===== src/rtl/gate_admit_pkg.sv =====
`timescale 1ns/1ps
package gate_admit_pkg;
    localparam int STATE_W = 3;

    typedef enum logic [STATE_W-1:0] {
        ST_IDLE   = 3'd0,
        ST_MEMBER = 3'd1,
        ST_WAITG  = 3'd2,
        ST_FOLLOW = 3'd3,
        ST_GUEST  = 3'd4,
        ST_TOKEN2 = 3'd5
    } state_t;
endpackage


===== src/rtl/gate_admit_next.sv =====
`timescale 1ns/1ps
module gate_admit_next
    import gate_admit_pkg::*;
(
    input  state_t state_q,
    input  logic   member_i,
    input  logic   guest_i,
    input  logic   token_i,
    input  logic   expired_i,
    output state_t state_d,
    output logic   open_o
);
    logic illegal;
    logic only_member;
    logic only_guest;

    assign illegal     = member_i & guest_i;
    assign only_member = member_i & ~guest_i;
    assign only_guest  = guest_i & ~member_i;

    // Next-state process
    always_comb begin
        state_d = state_q;
        if (!illegal) begin
            unique case (state_q)
                ST_IDLE: begin
                    if (only_member)     state_d = ST_MEMBER;
                    else if (only_guest) state_d = ST_GUEST;
                end
                ST_MEMBER, ST_WAITG: begin
                    if (only_member)     state_d = ST_MEMBER;
                    else if (only_guest) state_d = expired_i ? ST_GUEST : ST_FOLLOW;
                    else                 state_d = expired_i ? ST_IDLE : ST_WAITG;
                end
                ST_FOLLOW: begin
                    if (token_i) state_d = ST_IDLE;
                end
                ST_GUEST: begin
                    if (token_i) state_d = ST_TOKEN2;
                end
                ST_TOKEN2: begin
                    if (token_i) state_d = ST_IDLE;
                end
                default: state_d = ST_IDLE;
            endcase
        end else if (state_q != ST_IDLE   && state_q != ST_MEMBER &&
                     state_q != ST_WAITG  && state_q != ST_FOLLOW &&
                     state_q != ST_GUEST  && state_q != ST_TOKEN2) begin
            // Unused codes recover to idle even on an illegal cycle
            state_d = ST_IDLE;
        end
    end

    // Mealy output process
    always_comb begin
        open_o = 1'b0;
        if (!illegal) begin
            unique case (state_q)
                ST_IDLE, ST_MEMBER, ST_WAITG: open_o = only_member;
                ST_FOLLOW, ST_TOKEN2:         open_o = token_i;
                ST_GUEST:                     open_o = 1'b0;
                default:                      open_o = 1'b0;
            endcase
        end
    end
endmodule


===== src/rtl/gate_admit_state_reg.sv =====
`timescale 1ns/1ps
module gate_admit_state_reg
    import gate_admit_pkg::*;
(
    input  logic   clk,
    input  logic   rst,
    input  state_t state_d,
    output state_t state_q
);
    // State register process
    always_ff @(posedge clk) begin
        if (rst) state_q <= ST_IDLE;
        else     state_q <= state_d;
    end
endmodule


===== src/rtl/gate_admit_ctrl.sv =====
`timescale 1ns/1ps
module gate_admit_ctrl
    import gate_admit_pkg::*;
(
    input  logic clk,
    input  logic rst,
    input  logic member_i,
    input  logic guest_i,
    input  logic token_i,
    input  logic expired_i,
    output logic open_o
);
    state_t state_q;
    state_t state_d;

    gate_admit_state_reg u_reg (
        .clk     (clk),
        .rst     (rst),
        .state_d (state_d),
        .state_q (state_q)
    );

    gate_admit_next u_next (
        .state_q   (state_q),
        .member_i  (member_i),
        .guest_i   (guest_i),
        .token_i   (token_i),
        .expired_i (expired_i),
        .state_d   (state_d),
        .open_o    (open_o)
    );
endmodule


===== config.mk =====
export PLATFORM = sky130hd
export DESIGN_NAME = gate_admit_ctrl
export DESIGN_NICKNAME = d
export VERILOG_FILES = /design/src/rtl/gate_admit_pkg.sv /design/src/rtl/gate_admit_next.sv /design/src/rtl/gate_admit_state_reg.sv /design/src/rtl/gate_admit_ctrl.sv
export SDC_FILE = /design/constraint.sdc
export NUM_CORES = 1
export LEC_CHECK = 0
export BUFFER_PORTS_ARGS = -buffer_cell sky130_fd_sc_hd__buf_2
export CAP_MARGIN = 20
export CORE_AREA = 2 2 39 41
export CTS_CLUSTER_SIZE = 20
export DETAILED_ROUTE_END_ITERATION = 7
export DIE_AREA = 0 0 41 43
export GPL_TIMING_DRIVEN = 0
export HOLD_SLACK_MARGIN = 0.02
export SLEW_MARGIN = 5
export SYNTH_ARGS = -nofsm -noshare
export SYNTH_HDL_FRONTEND = slang
export SYNTH_SLANG_ARGS = --single-unit

===== constraint.sdc =====
create_clock -name clk -period 1.6 [get_ports clk]
set_clock_uncertainty 0.1 [all_clocks]
set_input_delay 0.32 -clock clk [delete_from_list [all_inputs] [get_ports clk]]
set_output_delay 0.32 -clock clk [all_outputs]
set_load 0.02 [all_outputs]

==> run summary <==
The run finished with clean final reports. In this run the core area contains 14 standard-cell rows. The standby leakage power came out at 0.202 nW. The count of input and output buffers is 5.

The number of nets in the final layout is 69. The initial antenna violation count is 0. The multi-input gate area in the final layout came out at 290 um2. The area of the die is 1760 um2. Before antenna repair, the detailed router went through 4 iterations. The flip-flop count of the largest register, all copies and words added is 3. The synthesized area per cell is 7.58 um2. Global routing finished with a remaining overflow of 0. The met2 capacity usage during global routing is 19.7%. The number of antenna-violating nets in the routed design came out at 0. In this run the tightest slew margin relative to its limit is 73.4%.

The finished cells cover 514 um2. Detailed placement finished with a half-perimeter wire length of 646 um. The total of fill cells in the finished design is 148. STA classifies the critical path startpoint as a flop. Setup repair after global routing left no endpoint under its margin.

The max-slew violation count is 0. The post-synthesis register bit count is 3. The clock net in this run drives a total of 3 sinks. The global-route total usage across every layer is 13.3%.

The via count of the first global-routing pass is 375. The part of the total power dissipated in the clock network came out at 33.6%. The number of maximum-capacitance violations is 0. The internal power of the cells totals 268 uW. The fraction of met1 tracks used by global routing is 16.6%. Overall power consumption after layout is estimated at 425 uW.

The master cell of the clock root buffer is clkbuf_4. The last weighted congestion value of the routability-driven placer is 0.710. The worst-margin pin slew came out at 0.388 ns. The area of all sequential standard cells is 68.8 um2.

Of the total power, the share spent switching nets is 36.9%. For this run, design rule violations remaining after detail routing come to 0. The hold violation total from the final report is 0. In the final routed layout, each cell accounts on average for 12.5 um.

The routed layout has 402 vias. The number of DRC markers in iteration 0 is 4. The largest net degree at the start of global routing is 10. Static timing analysis puts the maximum clock frequency at 641 MHz. The post-synthesis cell count is 49. The start-to-end type of the worst setup path is reg2out. More flip-flops sit in one register than any other, and that register is u_reg.state_q. On the critical path the largest part of the delay comes from flip-flops.

The sequential fraction of the synthesis area came out at 16.2%. The height of the die is 43 um. In the finished design, the share of the clock period the worst path needs comes to 97.5%.

For this design the ratio of total power to cell area is 826 nW/um2. The worst setup slack before clock tree synthesis is 0.00563 ns. The number of buffers created by CTS came out at 3. The met3 track utilization from global routing came out at 1.57%.

The minimum period implied by the final worst setup slack came out at 1.56 ns. The data required time of the worst path is 1.18 ns. Once the floorplan was initialized, standard cells occupied 26.9% of the core. The I/O pin count came out at 7. The final worst setup slack is 0.0398 ns.

The synthesis-to-finish area growth is 38.4%. Cells with a size suffix above 1 make up 48.4% of the layout. The maximum single-stage delay on the critical path is 0.37 ns.

The number of setup violations in the final report came out at 0. The largest registers in the layout are u_reg.state_q (3). The critical path capture point type is an output pin. Walking the worst path, the cells encountered are xnor2_2 -> o31ai_2 -> buf_4. TritonCTS built the clock tree. In this run the most used layer during global routing was met2. Dividing the detail-routed via count by the number of cells gives 5.15. The clock transition at the registers of the reported paths is 0.04 ns. The antenna diode instance count came out at 0. For this run, the number of Yosys warnings is 0. The final wirelength is 972 um.

The worst endpoint data arrival time is 1.14 ns. The proportion of power drawn by flip-flops and latches came out at 23.5%. The cell area reported after detailed placement is 422 um2. Among all stages on the critical path, the largest delay is contributed by dfxtp_4. The synthesized net count came out at 55. Along the worst path, the maximum fanout reaches 7.

The number of H-tree levels came out at 1. The horizontal die dimension came out at 41 um. The core region area came out at 1380 um2.

The first-pass GRT wire length is 1550 um. The maximum buffer depth of the clock tree is 2. IR analysis of the VDD net gives a maximum drop of 0.000245 V. The number of library cell types mapped by synthesis is 24. In this run the worst hold path is classified as in2reg. The combinational fraction of design power is 42.9%. The number of buffer and inverter stages on the critical path is 1. The clock insertion delay at the later pin of the skew report came out at 0.25 ns. For this design the total switching power over the nets is 157 uW. The area of the mapped netlist is 372 um2.
layout by cell type (no fill, tap or decap):
cell,netlist,layout
nand3b_1,1,1
a21oi_2,0,1
o31ai_2,0,1
o32ai_1,1,1
or2b_1,1,1
a21o_2,1,1
a221oi_2,1,1
nor2_1,6,6
inv_1,3,2
inv_2,0,1
buf_4,0,8
nand2_1,6,6
and2b_1,1,1
xnor2_2,0,1
nor3_1,6,6
or2_4,1,1
dfxtp_2,0,1
dfxtp_4,0,2
buf_2,3,3
a21oi_1,4,3
buf_6,1,2
o221ai_2,1,1
o31ai_1,2,1
a2111oi_0,1,1
clkbuf_4,0,3
clkbuf_1,0,1
a31oi_4,1,1
o21ai_0,1,1
a22oi_4,1,1
a2111oi_2,1,1
o21ai_1,1,1
cell type report:
cell class                      instances  area share, %
Buffer                                  2           4.38
Clock buffer                            4           5.11
Inverter                                3           2.19
Multi-Input combinational cell         39           56.4
Sequential cell                         3           13.4
Tap cell                               16           3.89
Timing Repair Buffer                   11           14.6
power groups by stage:
stage / Combinational, mW / Sequential, mW / Clock, mW
final: 0.182 / 0.100 / 0.143
after global routing: 0.197 / 0.101 / 0.152
after CTS: 0.180 / 0.0979 / 0.144
after detailed placement: 0.149 / 0.0951 / 0
after global placement: 0.147 / 0.0953 / 0
after floorplan: 0.119 / 0.0931 / 0
cell usage after synthesis, drive strengths merged:
| cell | instances | area (um2) |
|---|---|---|
| a31oi | 1 | 21.3 |
| dfxtp | 3 | 60.1 |
| a2111oi | 2 | 23.8 |
| nand2 | 6 | 22.5 |
| nor2 | 6 | 22.5 |
| o221ai | 1 | 15.0 |
| o21ai | 2 | 10.0 |
| a221oi | 1 | 15.0 |
| xnor2 | 1 | 8.76 |
| or2b | 1 | 7.51 |
| o32ai | 1 | 8.76 |
| nor3 | 6 | 30.0 |
| inv | 3 | 11.3 |
| a22oi | 1 | 21.3 |
| and2b | 1 | 7.51 |
| o31ai | 2 | 15.0 |
| a21o | 1 | 8.76 |
| nand3b | 1 | 7.51 |
| or2 | 1 | 8.76 |
| buf | 4 | 26.3 |
| a21oi | 4 | 20.0 |
final timing paths:
| path | start | endpoint | slack [ns] | cells past startpoint |
|---|---|---|---|---|
| setup / recovery | u_reg.state_q[1]$_SDFFE_PP0P_ | open_o | 0.04 | 3 |
| hold / removal | rst | u_reg.state_q[2]$_SDFFE_PP0P_ | 0.17 | 2 |
| setup reg to reg | u_reg.state_q[1]$_SDFFE_PP0P_ | u_reg.state_q[2]$_SDFFE_PP0P_ | 0.15 | 4 |
| hold reg to reg | u_reg.state_q[0]$_SDFFE_PP0P_ | u_reg.state_q[0]$_SDFFE_PP0P_ | 0.51 | 3 |
layer usage:
metal | routed length (um) | vias to the layer above
met5 | 0 | -
met4 | 21 | 0
met3 | 38 | 2
met2 | 468 | 8
met1 | 445 | 187
li1 | - | 205
cell families after synthesis:
kind of cell | synth area share [%]
xor gates and xnor gates | 2.36
and+or+nand+nor | 28.6
DFF | 16.2
AOI/OAI and AO/OA | 42.8
buffers and inverters | 10.1
per-stage QoR:
step	setup TNS [ns]	hold slack [ns]	util, %	std cells
global placement	0	0.434	30.5	70
detailed placement	0	0.432	30.5	70
CTS	-0.0139	0.177	36.3	78
global route	0	0.182	37.2	78
finish	0	0.174	37.2	78
floorplan	0	0.289	-	49
repair_timing:
item | 4_1_cts | 5_1_grt
hold buffers | 0 | 0
setup buffers | 4 | 2
setup endpoints to repair | 1 | 2
pin swaps | 0 | 1
gates resized for setup | 10 | 7
(Power assumes the default switching activity.)
